**src/rtl/clkdiv_pkg.sv**
```systemverilog
package clkdiv_pkg;

    localparam int RATIO_W = 4;
    localparam int CODE_W  = 3;

    typedef enum logic [1:0] {
        ADDR_PARENT = 2'd0,
        ADDR_DIV    = 2'd1,
        ADDR_GATE   = 2'd2,
        ADDR_SPARE  = 2'd3
    } cfg_addr_e;

    typedef struct packed {
        logic              div3;
        logic              div_on;
        logic [CODE_W-1:0] code;
    } div_ctl_t;

    function automatic logic [RATIO_W-1:0] code_ratio(input logic [CODE_W-1:0] c);
        logic [RATIO_W-1:0] r;
        case (c)
            3'd1:    r = 4'd2;
            3'd2:    r = 4'd4;
            3'd3:    r = 4'd6;
            3'd4:    r = 4'd8;
            3'd5:    r = 4'd12;
            default: r = 4'd1;
        endcase
        return r;
    endfunction

    function automatic logic [RATIO_W-1:0] pick_ratio(input div_ctl_t d);
        logic [RATIO_W-1:0] r;
        if (d.div3)
            r = 4'd3;
        else if (d.div_on)
            r = code_ratio(d.code);
        else
            r = 4'd1;
        return r;
    endfunction

endpackage

```
**src/rtl/clkdiv_cfg_regs.sv**
```systemverilog
module clkdiv_cfg_regs
    import clkdiv_pkg::*;
#(
    parameter int SEL_W    = 3,
    parameter int DATA_W   = 8,
    parameter bit HAS_MUX  = 1'b1,
    parameter bit HAS_GATE = 1'b1
) (
    input  logic               clk,
    input  logic               rst,
    input  logic               we,
    input  logic [1:0]         addr,
    input  logic [DATA_W-1:0]  wdata,
    output logic               src_switch,
    output logic [SEL_W-1:0]   src_sel,
    output div_ctl_t           div_ctl,
    output logic               gate_req,
    output logic [SEL_W:0]     parent_idx
);
    localparam int IDX_W   = SEL_W + 1;
    localparam int NUM_AUX = 1 << SEL_W;

    logic [IDX_W-1:0] idx_in;
    logic             idx_ok;

    assign idx_in = wdata[IDX_W-1:0];
    assign idx_ok = (wdata[DATA_W-1:IDX_W] == '0) && (idx_in <= IDX_W'(NUM_AUX));

    always_ff @(posedge clk) begin
        if (rst) begin
            div_ctl <= '0;
        end else if (we && cfg_addr_e'(addr) == ADDR_DIV) begin
            div_ctl <= div_ctl_t'(wdata[CODE_W+1:0]);
        end
    end

    generate
        if (HAS_MUX) begin : g_mux_regs
            always_ff @(posedge clk) begin
                if (rst) begin
                    src_switch <= 1'b0;
                    src_sel    <= '0;
                end else if (we && cfg_addr_e'(addr) == ADDR_PARENT && idx_ok) begin
                    if (idx_in == '0) begin
                        src_switch <= 1'b0;
                    end else begin
                        src_switch <= 1'b1;
                        src_sel    <= SEL_W'(idx_in - IDX_W'(1));
                    end
                end
            end
            assign parent_idx = src_switch ? ({1'b0, src_sel} + IDX_W'(1)) : '0;
        end else begin : g_no_mux_regs
            assign src_switch = 1'b0;
            assign src_sel    = '0;
            assign parent_idx = '0;
        end

        if (HAS_GATE) begin : g_gate_reg
            always_ff @(posedge clk) begin
                if (rst)
                    gate_req <= 1'b0;
                else if (we && cfg_addr_e'(addr) == ADDR_GATE)
                    gate_req <= wdata[0];
            end
        end else begin : g_no_gate_reg
            assign gate_req = 1'b1;
        end
    endgenerate

endmodule

```
**src/rtl/clkdiv_src_mux.sv**
```systemverilog
module clkdiv_src_mux #(
    parameter int SEL_W   = 3,
    parameter bit HAS_MUX = 1'b1
) (
    input  logic                  prim_tick,
    input  logic [(1<<SEL_W)-1:0] aux_tick,
    input  logic                  src_switch,
    input  logic [SEL_W-1:0]      src_sel,
    output logic                  sel_tick
);
    generate
        if (HAS_MUX) begin : g_two_level
            logic aux_pick;
            assign aux_pick = aux_tick[src_sel];
            assign sel_tick = src_switch ? aux_pick : prim_tick;
        end else begin : g_primary_only
            assign sel_tick = prim_tick;
        end
    endgenerate
endmodule

```
**src/rtl/clkdiv_counter.sv**
```systemverilog
module clkdiv_counter
    import clkdiv_pkg::*;
(
    input  logic               clk,
    input  logic               rst,
    input  logic               tick,
    input  logic [RATIO_W-1:0] ratio,
    output logic               div_clk
);
    logic [RATIO_W-1:0] cnt;
    logic [RATIO_W-1:0] ratio_q;
    logic               at_end;

    assign at_end = (cnt == ratio_q - RATIO_W'(1));

    always_ff @(posedge clk) begin
        if (rst) begin
            cnt     <= '0;
            ratio_q <= RATIO_W'(1);
            div_clk <= 1'b0;
        end else if (tick) begin
            if (at_end) begin
                cnt     <= '0;
                ratio_q <= ratio;
                div_clk <= ~div_clk;
            end else begin
                cnt <= cnt + RATIO_W'(1);
            end
        end
    end
endmodule

```
**src/rtl/clkdiv_gate.sv**
```systemverilog
module clkdiv_gate #(
    parameter bit HAS_GATE = 1'b1
) (
    input  logic clk,
    input  logic rst,
    input  logic div_clk,
    input  logic gate_req,
    output logic clk_out
);
    generate
        if (HAS_GATE) begin : g_gate
            logic gate_q;
            always_ff @(posedge clk) begin
                if (rst)
                    gate_q <= 1'b0;
                else if (!div_clk)
                    gate_q <= gate_req;
            end
            assign clk_out = div_clk & gate_q;
        end else begin : g_open
            assign clk_out = div_clk;
        end
    endgenerate
endmodule

```
**src/rtl/clkdiv_cell.sv**
```systemverilog
module clkdiv_cell
    import clkdiv_pkg::*;
#(
    parameter int SEL_W    = 3,
    parameter int DATA_W   = 8,
    parameter bit HAS_MUX  = 1'b1,
    parameter bit HAS_GATE = 1'b1
) (
    input  logic                  clk,
    input  logic                  rst,
    input  logic                  cfg_we,
    input  logic [1:0]            cfg_addr,
    input  logic [DATA_W-1:0]     cfg_wdata,
    input  logic                  prim_tick,
    input  logic [(1<<SEL_W)-1:0] aux_tick,
    output logic                  clk_out,
    output logic [SEL_W:0]        parent_idx,
    output logic [RATIO_W-1:0]    eff_ratio
);
    logic             src_switch;
    logic [SEL_W-1:0] src_sel;
    div_ctl_t         div_ctl;
    logic             gate_req;
    logic             sel_tick;
    logic             div_clk;

    clkdiv_cfg_regs #(
        .SEL_W(SEL_W), .DATA_W(DATA_W), .HAS_MUX(HAS_MUX), .HAS_GATE(HAS_GATE)
    ) u_regs (
        .clk(clk), .rst(rst), .we(cfg_we), .addr(cfg_addr), .wdata(cfg_wdata),
        .src_switch(src_switch), .src_sel(src_sel), .div_ctl(div_ctl),
        .gate_req(gate_req), .parent_idx(parent_idx)
    );

    clkdiv_src_mux #(.SEL_W(SEL_W), .HAS_MUX(HAS_MUX)) u_mux (
        .prim_tick(prim_tick), .aux_tick(aux_tick), .src_switch(src_switch),
        .src_sel(src_sel), .sel_tick(sel_tick)
    );

    assign eff_ratio = pick_ratio(div_ctl);

    clkdiv_counter u_div (
        .clk(clk), .rst(rst), .tick(sel_tick), .ratio(eff_ratio), .div_clk(div_clk)
    );

    clkdiv_gate #(.HAS_GATE(HAS_GATE)) u_gate (
        .clk(clk), .rst(rst), .div_clk(div_clk), .gate_req(gate_req), .clk_out(clk_out)
    );
endmodule

```
**config.mk**
```make
export PLATFORM = sky130hd
export DESIGN_NAME = clkdiv_cell
export DESIGN_NICKNAME = d
export VERILOG_FILES = /design/src/rtl/clkdiv_pkg.sv /design/src/rtl/clkdiv_cfg_regs.sv /design/src/rtl/clkdiv_src_mux.sv /design/src/rtl/clkdiv_counter.sv /design/src/rtl/clkdiv_gate.sv /design/src/rtl/clkdiv_cell.sv
export SDC_FILE = /design/constraint.sdc
export NUM_CORES = 1
export LEC_CHECK = 0
export BUFFER_PORTS_ARGS = -buffer_cell sky130_fd_sc_hd__buf_4
export CORE_UTILIZATION = 38
export DETAILED_ROUTE_END_ITERATION = 6
export SETUP_SLACK_MARGIN = 0.05
export SLEW_MARGIN = 40
export SYNTH_ARGS = -nofsm -noshare
export SYNTH_HDL_FRONTEND = slang
export SYNTH_SLANG_ARGS = --single-unit
export TNS_END_PERCENT = 20
```
**constraint.sdc**
```tcl
create_clock -name clk -period 3.01 [get_ports clk]
set_input_delay 0.301 -clock clk [delete_from_list [all_inputs] [get_ports clk]]
set_output_delay 0.301 -clock clk [all_outputs]
set_load 0.02 [all_outputs]
```
==> results of run 1 <==
## worst max path at each step
stage / startpoint / end / slack [ns] / cells after the start
floorplan: u_div.ratio_q[0] / u_div.ratio_q[0] / 1.21 / 7
global placement: u_regs.src_sel[0] / u_div.ratio_q[0] / 1.09 / 5
detailed placement: u_div.ratio_q[0] / u_div.ratio_q[0] / 1.03 / 7
CTS: u_div.ratio_q[0] / u_div.ratio_q[0] / 1.01 / 7
global route: u_div.ratio_q[0] / u_div.ratio_q[0] / 0.89 / 7
finish: u_regs.src_sel[0] / u_div.ratio_q[0] / 1.01 / 5
## critical path, stage by stage, from the launching register on
cell and delay (ns):
dfxtp_1 0.53, mux2_4 0.22, a2bb2oi_2 0.16, a41oi_2 0.31, or4_1 0.55, o31a_1 0.11
## area by class of cell
type / count / area, sq um
Fill cell: 307 / 1572
Multi-Input combinational cell: 110 / 765.7
Sequential cell: 20 / 400.4
Timing Repair Buffer: 30 / 225.2
Tap cell: 44 / 55.05
Inverter: 10 / 37.54
Clock buffer: 3 / 22.52
## routing by layer
metal	share of wire (%)	vias to the layer above
met2	47	24
met3	4.3	2
met5	0	-
li1	-	561
met1	48	500
met4	0.73	0
## cells in the final DEF (no fill, tap or decap), drive strengths merged, types with 2 or more instances in the layout
cell | Yosys | routed
inv | 10 | 10
or4 | 2 | 2
xnor2 | 4 | 4
xor2 | 2 | 2
ha | 6 | 6
o21ai | 7 | 7
a41o | 2 | 2
nor2 | 16 | 16
and2 | 4 | 4
clkbuf | 2 | 3
nand2 | 12 | 12
buf | 3 | 30
nor3 | 6 | 6
mux2i | 8 | 8
and2b | 3 | 3
nand3 | 5 | 5
nand3b | 5 | 5
a21oi | 13 | 13
dfxtp | 20 | 20
## flip-flops by register name, summed over array words and instances, names as in the netlist
signal,cells
u_div.ratio_q,4
u_regs.src_sel,3
u_regs.div_ctl,5
u_regs.gate_req,1
u_div.div_clk,1
u_regs.src_switch,1
u_div.cnt,4
u_gate.g_gate.gate_q,1
## stage by stage
stage	std cells	setup WS (ns)	util [%]	area, sq um	power [mW]
global route	217	0.8911	48.94	1506	0.5301
floorplan	145	1.213	-	1251	0.3526
global placement	214	1.086	48.21	1484	0.3795
detailed placement	214	1.034	48.21	1484	0.3822
CTS	217	1.014	48.94	1506	0.5066
finish	217	1.015	48.94	1506	0.4995
## logic make-up after synthesis
group	share of synthesized area [%]
buffers and inverters	6.800
AND/OR/NAND/NOR	26.00
XOR/XNOR	6.100
AO/OA/AOI/OAI	15.50
multiplexers	7.600
flip-flops	32.00
adder cells (fa/ha/maj)	6.000
## power groups by stage
stage	sequential, mW	clock [mW]	combinational [mW]
after floorplan	0.284	0	0.0691
after global placement	0.286	0	0.0939
after detailed placement	0.286	0	0.0961
after CTS	0.280	0.130	0.0968
after global routing	0.281	0.142	0.106
final	0.280	0.123	0.0965
==> metrics, run 1 <==
cts bufs inserted 3; post-DP HPWL 2.021 mm; CTS tree done; PD cells 331.6 nW/um^2; Hold Path End u_regs.div_ctl[4]; Final Critical Period 1.995 ns; io pins 31; fmax 0.5011 GHz; RR Startpoint u_regs.src_sel[0]; Syn Nets 173; clk root buf clkbuf_4; Antenna Violating Nets Remaining 0; #FFs+latches synth 20; internal power 0.3658 mW; CP Launch Type register; Detailed Routing Iterations Pass 1 4; post-synthesis cell area 1251 sq um; GPL Wtd Cong 0.7475; vias in the first global route 970; synth cell count leaders dfxtp_1 (20), nor2_1 (16), a21oi_1 (13); I/O Buffers 30; routed length per instance 12.01 um; Worst slew margin 64.30%; clk_skew 0.002859 ns; htree depth 1; met2 usage 25.68%; FF-to-FF End u_div.ratio_q[0]; WP data required 3.20 ns; clock sink count 20; flop2flop setup slack 1.01 ns; reg2reg path depth 5; post-CTS setup buffer count 0; Post-synth EDFFs 0; DRT iter0 DRCs 36; Net Sw Power 0.1337 mW; largest net degree at the start of global routing 22; hold_sp cfg_wdata[4]; final wirelength 2.607 mm; num rows 20; sum of negative setup slack 0 ns; Initial Util 40.65%; Total Nets Final 203; P_leak 0.6691 nW; grt peak-use layer met2; die width 59.38 um; area share of the largest cell type after synthesis 32.00%; Max Cap Viol 0; crit end category register; Setup CP Type reg2reg; Final period util 66.29%; Sw Share 26.77%; share of power burned in combinational logic 19.3%; Hold Path Depth 3; # hold bufs at CTS 0; async set-reset flop share out of synthesis 0%; Synth Flop Type dfxtp_1; outcome complete, no violations; P&R area growth vs syn 20.40%; Hold Vio Cnt, Final 0; Critical Path AT 2.19 ns; layout cells sized above 1 24.86%; clock power share 24.7%; vias post-DR 1087; setup violators final 0; most frequent cell after synthesis dfxtp_1; clock tree buffer depth 2; Core Footprint 3078 sq um; YS warnings 0; Min Hold Slack 0.2541 ns; initial antenna violation count 0; Worst-Skew Late Latency 0.29 ns; die footprint 3526 sq um; DRC 0; sequential share of the synthesized area 32.00%; Reg power frac 56.0%; Slew Limit Fails 0; cells after synthesis 145; die height 59.38 um; Cell variety after synth 41; grt ovf 0; first-pass GRT wire length 4.229 mm; # resized after CTS 0; drt via density 5.009; top cell type by total area after synthesis dfxtp_1; M3 GR Usage 2.838%; GRT met1 Usage 21.52%; Synth area leaders dfxtp_1 (32%), mux2i_1 (6.4%), ha_1 (6.0%); Mapped Avg Cell Area 8.629 sq um; GR Util All Layers 16.08%; Worst Path Max Fanout 13; n_diodes 0; Worst VDD drop 0.0002201 V; clk slew on worst S/H paths 0.11 ns; Hold Crit Class in2reg; RSZ-0062 raised after global routing no; Worst Max-Slew Pin Slew 0.5354 ns
(Power assumes the default switching activity.)
==> run 2, diff against run 1 <==
clock period = 2.1 ns   (was 3.01 ns; I/O delays follow)
==> metrics, run 2 (same netlist as run 1, synthesis figures left out) <==
clk root buf clkbuf_4 (unchanged); reg2reg path depth 5 (unchanged); final wirelength 2.629 mm (was 2.607 mm); Max Cap Viol 0 (unchanged); DRT iter0 DRCs 17 (was 36); die footprint 3526 sq um (unchanged); dpl cell area 1499 sq um (was 1484 sq um); WP data required 2.31 ns (was 3.20 ns); clk_skew 0.009241 ns (was 0.002859 ns); Setup CP Type reg2reg (unchanged); RSZ-0062 raised after global routing no (unchanged); max reg flops 5 (unchanged); Inst Count DP 216 (was 214); clk slew on worst S/H paths 0.12 ns (was 0.11 ns); setup violators final 0 (unchanged); Worst slew margin 69.41% (was 64.30%); vias in the first global route 1076 (was 970); Worst Max-Slew Pin Slew 0.4524 ns (was 0.5354 ns); largest register by flop count u_regs.div_ctl (unchanged); Detailed Routing Iterations Pass 1 4 (unchanged); layout cells sized above 1 26.70% (was 24.86%); htree depth 1 (unchanged); Layout Cells excl Fill 220 (was 217); Core Footprint 3078 sq um (unchanged); P_leak 0.6893 nW (was 0.6691 nW); sum of negative setup slack 0 ns (unchanged); worst setup path start u_div.ratio_q[2] (was u_regs.src_sel[0]); flop2flop setup slack 0.20 ns (was 1.01 ns); RR Startpoint u_div.ratio_q[2] (was u_regs.src_sel[0]); GPL Wtd Cong 0.7838 (was 0.7475); hold_sp cfg_wdata[0] (was cfg_wdata[4]); Hold Crit Class in2reg (unchanged); clock tree buffer depth 2 (unchanged); crit path cell chain xor3_1 > nor3_4 > nand2_4 > or4_1 > o31a_1 (was mux2_4 > a2bb2oi_2 > a41oi_2 > or4_1 > o31a_1); post-route cell area 1543 sq um (was 1506 sq um); Final Critical Period 1.897 ns (was 1.995 ns); clock sink count 20 (unchanged); grt ovf 0 (unchanged); Regs by FF count u_regs.div_ctl: 5 flops, u_div.cnt: 4 flops, u_div.ratio_q: 4 flops (unchanged); I/O Buffers 30 (unchanged); n_diodes 0 (unchanged); CP Launch Type register (unchanged); DRC 0 (unchanged); GR Util All Layers 17.26% (was 16.08%); die width 59.38 um (unchanged); initial antenna violation count 0 (unchanged); leading cell types in the layout, fill and taps excluded buf_4 (32), dfxtp_1 (19), nor2_1 (16), a21oi_1 (13) (was buf_4 (30), dfxtp_1 (20), nor2_1 (16), a21oi_1 (13)); post-DP HPWL 2.059 mm (was 2.021 mm); Critical-path top delay cell xor3_1 (was or4_1); first-pass GRT wire length 4.540 mm (was 4.229 mm); largest net degree at the start of global routing 22 (unchanged); max incr delay on CP 0.47 ns (was 0.55 ns); Worst VDD drop 0.0002832 V (was 0.0002201 V); Fillers 315 (was 307); Final WS setup 0.2028 ns (was 1.015 ns); io pins 31 (unchanged); Hold Path End u_regs.gate_req (was u_regs.div_ctl[4]); Final period util 90.34% (was 66.29%); fmax 0.5271 GHz (was 0.5011 GHz); Total Nets Final 205 (was 203); num rows 20 (unchanged); Hold Vio Cnt, Final 0 (unchanged); die height 59.38 um (unchanged); Critical Path AT 2.10 ns (was 2.19 ns); outcome complete, no violations (unchanged); Initial Util 40.65% (unchanged); routed length per instance 11.95 um (was 12.01 um); cts bufs inserted 3 (unchanged); Antenna Violating Nets Remaining 0 (unchanged); Worst-Skew Late Latency 0.30 ns (was 0.29 ns); Hold Path Depth 3 (unchanged); most common cell after layout, fill and taps aside buf_4 (unchanged); crit end category register (unchanged); P&R area growth vs syn 23.30% (was 20.40%); Place WS 0.1374 ns (was 1.034 ns); vias post-DR 1087 (unchanged); drt via density 4.941 (was 5.009); Worst Path Max Fanout 15 (was 13); Slew Limit Fails 0 (unchanged); FF-to-FF End u_div.ratio_q[0] (unchanged); CTS tree done (unchanged); PD cells 497.5 nW/um^2 (was 331.6 nW/um^2)
[run 2: worst max-delay path, delay by kind of cell, from the launching register on]
kind	cells	cell delay [ns]
AND/OR/NAND/NOR	3	0.83
XOR/XNOR	1	0.47
flip-flops	1	0.39
AO/OA/AOI/OAI	1	0.12
[run 2: area by class of cell]
class / instances / area, sq um / share of cell area (%)
Multi-Input combinational cell: 110 / 772.0 / 50.04
Sequential cell: 20 / 401.6 / 26.03
Timing Repair Buffer: 32 / 240.2 / 15.57
Tap cell: 44 / 55.05 / 3.569
Inverter: 10 / 37.54 / 2.433
Clock buffer: 4 / 36.28 / 2.352
[run 2: power breakdown]
group	internal [mW]	leakage, nW	switching, mW
registers	0.391	0.162	0.00989
logic	0.0688	0.507	0.0725
clock network	0.106	0.0210	0.120
total	0.565	0.689	0.202
[run 2: how the worst max path moves through the flow]
stage	endpoint	slack, ns
final	u_div.ratio_q[0]	0.20
after floorplan	u_div.ratio_q[0]	0.30
after global placement	u_div.ratio_q[0]	0.20
after detailed placement	u_div.ratio_q[0]	0.14
after CTS	u_div.ratio_q[0]	0.12
after global routing	u_div.ratio_q[0]	0.07
[run 2: layer usage]
metal  vias up  global-route usage, %  share of wire, %  wire length [um]
met4         0                  7.823              0.65                17
met1       496                  20.65                46              1217
li1        567                      -                 -                 -
met2        22                  29.70                49              1288
met3         2                  3.275               4.0               106
met5         -                      0                 0                 0
[run 2: per-stage QoR]
step           power [mW]  utilization [%]  hold WS, ns
2_1_floorplan      0.5054                -       0.3539
6_report           0.7675            50.12       0.1525
3_5_place_dp       0.5477            48.70       0.4635
3_3_place_gp       0.5443            48.70       0.4576
5_1_grt            0.8085            50.12       0.1574
4_1_cts            0.7754            49.88       0.1389
[run 2: repair_timing]
| item | CTS | global route |
|---|---|---|
| endpoints found under the hold margin | 0 | 0 |
| setup buffers | 0 | 0 |
| hold buffers | 0 | 0 |
| resized for setup | 0 | 2 |
| setup endpoints to repair | 0 | 2 |
